**src/rtl/ssx_pkg.sv**
```systemverilog
// Shared types for the synchronous serial transceiver.
package ssx_pkg;
    typedef enum logic [1:0] {
        SRC_DIV1      = 2'd0,
        SRC_DIV8      = 2'd1,
        SRC_DIV32     = 2'd2,
        SRC_DIV32_ALT = 2'd3
    } ssx_src_e;

    localparam int PRE_W = 5;

    // Terminal count of the prescaler for each source choice.
    function automatic logic [PRE_W-1:0] pre_limit(input ssx_src_e s);
        case (s)
            SRC_DIV1: pre_limit = 5'd0;
            SRC_DIV8: pre_limit = 5'd7;
            default:  pre_limit = 5'd31;
        endcase
    endfunction
endpackage

```
**src/rtl/ssx_baud_gen.sv**
```systemverilog
// Half-period tick generator for the internal shift clock.
// A prescaler (1, 8 or 32) feeds a divider that wraps after div+1 prescaled
// counts, so a tick appears every (div+1)*P cycles.
// Assumes: counters are held at zero while run is low, so the first tick
// always comes a full half period after a transfer starts.
module ssx_baud_gen
    import ssx_pkg::*;
#(
    parameter int DIV_W = 8
) (
    input  logic             clk,
    input  logic             rst_n,
    input  logic             run,
    input  logic [1:0]       src,
    input  logic [DIV_W-1:0] div,
    output logic             half_tick
);
    logic [PRE_W-1:0] pcnt;
    logic [DIV_W-1:0] dcnt;
    logic             pre_tick;

    // Prescaler terminal count for the selected source.
    assign pre_tick  = (pcnt == pre_limit(ssx_src_e'(src)));
    assign half_tick = run && pre_tick && (dcnt == div);

    // Advance the prescaler and divider while a transfer runs.
    always_ff @(posedge clk) begin
        if (!rst_n || !run) begin
            pcnt <= '0;
            dcnt <= '0;
        end else begin
            pcnt <= pre_tick ? '0 : pcnt + 1'b1;
            if (pre_tick) begin
                dcnt <= (dcnt == div) ? '0 : dcnt + 1'b1;
            end
        end
    end
endmodule

```
**src/rtl/ssx_clk_sync.sv**
```systemverilog
// Brings the external shift clock and serial input into the system clock
// domain and flags clock edges.
// Assumes: sclk_in toggles no faster than one sixth of clk. The data input
// goes through the same number of stages, so it stays aligned with the
// detected edges.
module ssx_clk_sync #(
    parameter int STAGES = 2
) (
    input  logic clk,
    input  logic rst_n,
    input  logic sclk_in,
    input  logic sdi,
    output logic rise,
    output logic fall,
    output logic sdi_s
);
    logic [STAGES-1:0] ck_q;
    logic [STAGES-1:0] dt_q;
    logic              ck_prev;

    // Shift both lines through the synchronizer chain.
    always_ff @(posedge clk) begin
        if (!rst_n) begin
            ck_q    <= '1;
            dt_q    <= '1;
            ck_prev <= 1'b1;
        end else begin
            ck_q[0] <= sclk_in;
            dt_q[0] <= sdi;
            for (int i = 1; i < STAGES; i++) begin
                ck_q[i] <= ck_q[i-1];
                dt_q[i] <= dt_q[i-1];
            end
            ck_prev <= ck_q[STAGES-1];
        end
    end

    assign rise  = ck_q[STAGES-1] & ~ck_prev;
    assign fall  = ~ck_q[STAGES-1] & ck_prev;
    assign sdi_s = dt_q[STAGES-1];
endmodule

```
**src/rtl/ssx_tx_engine.sv**
```systemverilog
// Transmit holding register, transmit shifter and frame sequencer.
// Each bit has two events: a launch (drives sdo) and then a sample (the
// receiver captures). Eight such pairs form a frame. In internal mode both
// events come from half-period ticks; in external mode they come from the
// synchronized clock edges picked by the polarity.
// Assumes: a write while the holding register is full replaces its byte.
module ssx_tx_engine #(
    parameter int DATA_W = 8
) (
    input  logic              clk,
    input  logic              rst_n,
    input  logic              int_mode,
    input  logic              pol,
    input  logic              tx_en,
    input  logic              wr,
    input  logic [DATA_W-1:0] wdata,
    input  logic              half_tick,
    input  logic              ext_rise,
    input  logic              ext_fall,
    input  logic              irq_mode,
    input  logic              irq_clr,
    output logic              busy,
    output logic              buf_full,
    output logic              sdo,
    output logic              sclk_line,
    output logic              sample_ev,
    output logic              frame_last,
    output logic              tx_irq
);
    localparam int CNT_W = (DATA_W > 1) ? $clog2(DATA_W) : 1;
    localparam logic [CNT_W-1:0] LAST_BIT = CNT_W'(DATA_W - 1);

    logic [DATA_W-1:0] hold_q;
    logic [DATA_W-1:0] shift_q;
    logic [CNT_W-1:0]  bitcnt;
    logic              phase;
    logic              sclk_q;
    logic              idle_lvl;
    logic              launch_src;
    logic              sample_src;
    logic              launch_ev;
    logic              load;

    assign idle_lvl   = ~pol;
    assign launch_src = int_mode ? half_tick : (pol ? ext_rise : ext_fall);
    assign sample_src = int_mode ? half_tick : (pol ? ext_fall : ext_rise);
    assign launch_ev  = busy & ~phase & launch_src;
    assign sample_ev  = busy & phase & sample_src;
    assign frame_last = sample_ev && (bitcnt == LAST_BIT);
    assign load       = buf_full & tx_en & (~busy | frame_last);

    // Holding register: filled by writes, emptied by loads.
    always_ff @(posedge clk) begin
        if (!rst_n) begin
            hold_q   <= '0;
            buf_full <= 1'b0;
        end else if (wr) begin
            hold_q   <= wdata;
            buf_full <= 1'b1;
        end else if (load) begin
            buf_full <= 1'b0;
        end
    end

    // Frame sequencer: load, launch and sample steps of the shifter.
    always_ff @(posedge clk) begin
        if (!rst_n) begin
            shift_q <= '0;
            busy    <= 1'b0;
            phase   <= 1'b0;
            bitcnt  <= '0;
            sdo     <= 1'b1;
            sclk_q  <= 1'b1;
        end else if (load) begin
            shift_q <= hold_q;
            busy    <= 1'b1;
            phase   <= 1'b0;
            bitcnt  <= '0;
            sclk_q  <= idle_lvl;
        end else if (launch_ev) begin
            sdo     <= shift_q[bitcnt];
            phase   <= 1'b1;
            sclk_q  <= ~idle_lvl;
        end else if (sample_ev) begin
            phase   <= 1'b0;
            bitcnt  <= bitcnt + 1'b1;
            sclk_q  <= idle_lvl;
            if (frame_last) begin
                busy <= 1'b0;
            end
        end else if (!busy) begin
            sclk_q  <= idle_lvl;
        end
    end

    assign sclk_line = (int_mode && busy) ? sclk_q : idle_lvl;

    // Sticky transmit request; a new event wins over a clear.
    always_ff @(posedge clk) begin
        if (!rst_n) begin
            tx_irq <= 1'b0;
        end else if (irq_mode ? frame_last : load) begin
            tx_irq <= 1'b1;
        end else if (irq_clr) begin
            tx_irq <= 1'b0;
        end
    end
endmodule

```
**src/rtl/ssx_rx_engine.sv**
```systemverilog
// Receive shifter, receive holding register and receive flags.
// Bits arrive first-bit-first into the top of the shifter and move right,
// so after eight samples bit 0 sits in position 0.
// Assumes: the sequencer marks the eighth sample with frame_last.
module ssx_rx_engine #(
    parameter int DATA_W = 8
) (
    input  logic              clk,
    input  logic              rst_n,
    input  logic              sample_ev,
    input  logic              frame_last,
    input  logic              sdi_bit,
    input  logic              rx_en,
    input  logic              rd,
    input  logic              irq_clr,
    output logic [DATA_W-1:0] rdata,
    output logic              full,
    output logic              overrun,
    output logic              rx_irq
);
    logic [DATA_W-1:0] shift_q;
    logic [DATA_W-1:0] next_word;
    logic              commit;

    assign next_word = {sdi_bit, shift_q[DATA_W-1:1]};
    assign commit    = frame_last & rx_en;

    // Capture one bit per sampling event.
    always_ff @(posedge clk) begin
        if (!rst_n) begin
            shift_q <= '0;
        end else if (sample_ev) begin
            shift_q <= next_word;
        end
    end

    // Holding register and full / overrun flags.
    always_ff @(posedge clk) begin
        if (!rst_n) begin
            rdata   <= '0;
            full    <= 1'b0;
            overrun <= 1'b0;
        end else if (commit) begin
            rdata   <= next_word;
            full    <= 1'b1;
            overrun <= full & ~rd;
        end else if (rd) begin
            full    <= 1'b0;
            overrun <= 1'b0;
        end
    end

    // Sticky receive request.
    always_ff @(posedge clk) begin
        if (!rst_n) begin
            rx_irq <= 1'b0;
        end else if (commit) begin
            rx_irq <= 1'b1;
        end else if (irq_clr) begin
            rx_irq <= 1'b0;
        end
    end
endmodule

```
**src/rtl/sync_serial_xcvr.sv**
```systemverilog
// Top of the clock-synchronous serial transceiver.
// Joins the baud generator, the external clock synchronizer and the
// transmit and receive engines. In internal mode sdi is used directly,
// because it is launched from the clock this block generates. In external
// mode sdi comes through the synchronizer.
// Assumes: configuration inputs change only while no frame is in flight.
module sync_serial_xcvr #(
    parameter int DATA_W      = 8,
    parameter int DIV_W       = 8,
    parameter int SYNC_STAGES = 2
) (
    input  logic              clk,
    input  logic              rst_n,
    input  logic              cfg_int_clk,
    input  logic [1:0]        cfg_src,
    input  logic [DIV_W-1:0]  cfg_div,
    input  logic              cfg_clk_pol,
    input  logic              cfg_tx_en,
    input  logic              cfg_rx_en,
    input  logic              cfg_txirq_mode,
    input  logic              tx_wr,
    input  logic [DATA_W-1:0] tx_wdata,
    input  logic              tx_irq_clr,
    input  logic              rx_rd,
    input  logic              rx_irq_clr,
    input  logic              sclk_in,
    input  logic              sdi,
    output logic              tx_buf_empty,
    output logic              tx_empty,
    output logic              tx_irq,
    output logic [DATA_W-1:0] rx_rdata,
    output logic              rx_full,
    output logic              rx_overrun,
    output logic              rx_irq,
    output logic              sclk_out,
    output logic              sclk_oe,
    output logic              sdo
);
    logic busy;
    logic buf_full;
    logic half_tick;
    logic ext_rise;
    logic ext_fall;
    logic sdi_s;
    logic sample_ev;
    logic frame_last;
    logic sdi_bit;

    ssx_baud_gen #(.DIV_W(DIV_W)) u_baud (
        .clk       (clk),
        .rst_n     (rst_n),
        .run       (busy & cfg_int_clk),
        .src       (cfg_src),
        .div       (cfg_div),
        .half_tick (half_tick)
    );

    ssx_clk_sync #(.STAGES(SYNC_STAGES)) u_sync (
        .clk     (clk),
        .rst_n   (rst_n),
        .sclk_in (sclk_in),
        .sdi     (sdi),
        .rise    (ext_rise),
        .fall    (ext_fall),
        .sdi_s   (sdi_s)
    );

    ssx_tx_engine #(.DATA_W(DATA_W)) u_tx (
        .clk        (clk),
        .rst_n      (rst_n),
        .int_mode   (cfg_int_clk),
        .pol        (cfg_clk_pol),
        .tx_en      (cfg_tx_en),
        .wr         (tx_wr),
        .wdata      (tx_wdata),
        .half_tick  (half_tick),
        .ext_rise   (ext_rise),
        .ext_fall   (ext_fall),
        .irq_mode   (cfg_txirq_mode),
        .irq_clr    (tx_irq_clr),
        .busy       (busy),
        .buf_full   (buf_full),
        .sdo        (sdo),
        .sclk_line  (sclk_out),
        .sample_ev  (sample_ev),
        .frame_last (frame_last),
        .tx_irq     (tx_irq)
    );

    assign sdi_bit = cfg_int_clk ? sdi : sdi_s;

    ssx_rx_engine #(.DATA_W(DATA_W)) u_rx (
        .clk        (clk),
        .rst_n      (rst_n),
        .sample_ev  (sample_ev),
        .frame_last (frame_last),
        .sdi_bit    (sdi_bit),
        .rx_en      (cfg_rx_en),
        .rd         (rx_rd),
        .irq_clr    (rx_irq_clr),
        .rdata      (rx_rdata),
        .full       (rx_full),
        .overrun    (rx_overrun),
        .rx_irq     (rx_irq)
    );

    assign tx_buf_empty = ~buf_full;
    assign tx_empty     = ~busy & ~buf_full;
    assign sclk_oe      = cfg_int_clk;
endmodule

```
**config.mk**
```make
export PLATFORM = sky130hd
export DESIGN_NAME = sync_serial_xcvr
export DESIGN_NICKNAME = d
export VERILOG_FILES = /design/src/rtl/ssx_pkg.sv /design/src/rtl/ssx_baud_gen.sv /design/src/rtl/ssx_clk_sync.sv /design/src/rtl/ssx_tx_engine.sv /design/src/rtl/ssx_rx_engine.sv /design/src/rtl/sync_serial_xcvr.sv
export SDC_FILE = /design/constraint.sdc
export NUM_CORES = 1
export LEC_CHECK = 0
export ABC_AREA = 1
export BUFFER_PORTS_ARGS = -buffer_cell sky130_fd_sc_hd__buf_4
export CELL_PAD_IN_SITES_DETAIL_PLACEMENT = 0
export CELL_PAD_IN_SITES_GLOBAL_PLACEMENT = 2
export CORE_MARGIN = 2
export CORE_UTILIZATION = 24
export DETAILED_ROUTE_END_ITERATION = 6
export GPL_ROUTABILITY_DRIVEN = 0
export GPL_TIMING_DRIVEN = 0
export PLACE_DENSITY_LB_ADDON = 0.12
export SKIP_LAST_GASP = 1
export SLEW_MARGIN = 25
export SYNTH_ARGS = -nofsm -noshare
export SYNTH_HDL_FRONTEND = slang
export SYNTH_SLANG_ARGS = --single-unit
```
**constraint.sdc**
```tcl
create_clock -name clk -period 2.15 [get_ports clk]
set_clock_uncertainty 0.1 [all_clocks]
set_input_delay 0.43 -clock clk [delete_from_list [all_inputs] [get_ports clk]]
set_output_delay 0.43 -clock clk [all_outputs]
set_load 0.05 [all_outputs]
```
==> reports/results.ini <==
[hold_path]
hold_path.class=input pin to flop

[placement]
dpl.hpwl_um=5050
postPlaceCellArea_um2=3310
dp.cells=554
port_buffers=46
place_ws_ns=0.128

[routing]
wl_per_cell_um=11.7
wl_um=6670
viasPerCell=4.25
num_vias=2425
firstDrtPassIters=4
antenna_left=0
drc=0
dr.first_iter.drc_count=92

[pwr]
leakagePower_nw=1.53
p_int_mw=2.20
ir_worst_vdd_v=0.000329
combinationalPowerShare_pct=9.0
swShare_pct=23.2
powerDensity_nw_per_um2=792
power_switching_uw=661
clkPwrFrac_pct=49.7
p_total_mw=2.86
seqPwrFrac_pct=41.3

[synth]
ys_top_cells_by_area=dfxtp_1 44%, nand2_1 9.0%, a21oi_1 7.0%
synth-edff-count=0
syn_nets=400
ys_types=36
syn_avg_cell_area_um2=7.64
ys_seq_area_share_pct=43.8
synth_top_area_share_pct=43.8
synthArstFlopShare_pct=0
synth_warnings=0
synthCells=365
synth_common_cells=67 x nand2_1, 61 x dfxtp_1, 44 x nor2_1, 39 x a21oi_1, 39 x inv_1
syn_area_um2=2790
synth_most_common_cell=nand2_1
synth_top_cell_by_area=dfxtp_1
ys_ff_latch=61
synth_flop_cell=dfxtp_1

[clocking]
clk_pin_slew_ns=0.05
cts.sinks=61
htreeDepth=3
insertion_delay_ns=0.32
clockBufferDepth=2
root_buffer=clkbuf_16
cts_setup_buffers=0
cts_resized=0
numCtsBuffers=9
cts_hold_buffers=0
cts_tree=built

[setup_path]
crit_type=flop to output port
cp.required_ns=1.62
cp_data_arrival_time_ns=1.44
critPathTopFamily=buffers and inverters
critPathLaunchType=flop
crit_path_top_delay_cell=dfxtp_1
critPathCaptureType=output port
worstPathMaxFanout=7
max_stage_delay_ns=0.30
path_cells=buf_2, nand2_1, a21oi_1, buf_4
r2r_slack_ns=0.27
path_buf_inv=2

[floorplan]
rows=39
dieHeight_um=112
die_area_um2=12500
start_util_pct=24.5
io_pins=48
coreArea_um2=11400
fp.dieW_um=112

[final_layout]
fin_cells=570
utilization_pct=31.7
syn2layout_area_growth_pct=29.3
final_area_um2=3610
fillCellCount=1287
drive_above_1_share_pct=22.0
num-nets-final=457
antenna_cells=0
multiInputGateArea_um2=1300
seq_area_um2=1220

[sta]
totalNegativeSetupSlack_ns=0
final-setup-viol-count=0
timing.slew.headroom_pct=56.3
max_freq_mhz=508
tightest_slew_ns=0.651
period_share_pct=91.5
finalMaxSlewViolations=0
final.setup.worst_slack_ns=0.183
period_needed_ns=1.97
finalHoldViolCount=0
hold_ws_ns=0.193
rsz0062_at_grt=no

[run]
drv_cap=0

[outcome]
status=complete, no violations

[global_routing]
grt_antenna_before_repair=0
grt_use_total_pct=11.2
grt_pass1_wl_um=11200
first_global_vias=2360
grt_max_degree=11
grt-ovfl-total=0

==> cell usage in the layout (no fill, tap or decap), types with 2 or more instances in the layout <==
| cell | netlist | final |
|---|---|---|
| nand3_1 | 22 | 22 |
| a21oi_1 | 39 | 39 |
| inv_1 | 39 | 39 |
| nor3_1 | 3 | 3 |
| nand2_1 | 67 | 67 |
| buf_2 | 4 | 4 |
| nor2_1 | 44 | 44 |
| clkinv_2 | 0 | 2 |
| dfxtp_1 | 61 | 61 |
| nand4_1 | 11 | 11 |
| buf_4 | 2 | 48 |
| nand2_4 | 3 | 3 |
| or2_2 | 5 | 5 |
| a21oi_2 | 4 | 4 |
| nand2_2 | 2 | 2 |
| nor3_2 | 2 | 2 |
| nor3b_1 | 3 | 3 |
| xor2_1 | 8 | 8 |
| o21ai_0 | 20 | 20 |
| buf_12 | 2 | 2 |
| ha_1 | 4 | 4 |
| clkbuf_1 | 5 | 7 |
| clkbuf_16 | 0 | 9 |
==> routing by layer <==
metal | global-route usage (%) | wire (um)
met5 | 0 | 0
met2 | 18.0 | 3090
met3 | 2.34 | 215
met4 | 5.19 | 118
met1 | 14.4 | 3250
==> flip-flops by register name (all words and copies together), names as in the netlist <==
register	flops
u_baud.pcnt	5
u_tx.tx_irq	1
u_sync.ck_q	2
u_tx.shift_q	8
u_tx.sdo	1
u_rx.rdata	8
u_tx.buf_full	1
u_tx.phase	1
u_tx.busy	1
u_sync.ck_prev	1
u_baud.dcnt	8
u_sync.dt_q	2
u_tx.sclk_q	1
u_rx.rx_irq	1
u_tx.bitcnt	3
u_rx.full	1
u_rx.shift_q	7
u_rx.overrun	1
u_tx.hold_q	8
==> final cells by class <==
class / count / share of cell area, %
Multi-Input combinational cell: 248 / 36.1
Tap cell: 143 / 4.96
Inverter: 42 / 4.51
Clock buffer: 12 / 6.83
Timing Repair Buffer: 46 / 9.57
Sequential cell: 61 / 33.8
Clock inverter: 4 / 1.32
Buffer: 14 / 2.91
==> path summary, 6_finish.rpt <==
kind,start,endpoint,depth (start not counted)
max reg2reg,u_baud.dcnt[5],u_rx.shift_q[5],12
max,u_tx.busy,sclk_out,4
min reg2reg,u_sync.ck_q[0],u_sync.ck_q[1],1
min,sclk_in,u_sync.ck_q[0],2
==> logic make-up (layout without fill, tap and decap cells) <==
family	after synthesis	in the layout	share of synthesized area, %
adders and majority gates	4	4	1.79
and+or+nand+nor	168	168	28.8
xor gates and xnor gates	9	9	2.83
AOI/OAI and AO/OA	67	67	13.2
buffers and inverters	56	118	9.60
DFF	61	61	43.8
==> power groups by stage <==
stage	clock network [mW]	logic, mW	registers, mW
2_1_floorplan	0	0.160	1.20
3_3_place_gp	0	0.261	1.20
3_5_place_dp	0	0.261	1.20
4_1_cts	1.48	0.262	1.18
5_1_grt	1.51	0.289	1.18
6_report	1.42	0.256	1.18
Note: power is estimated with default switching activity, not from simulation.
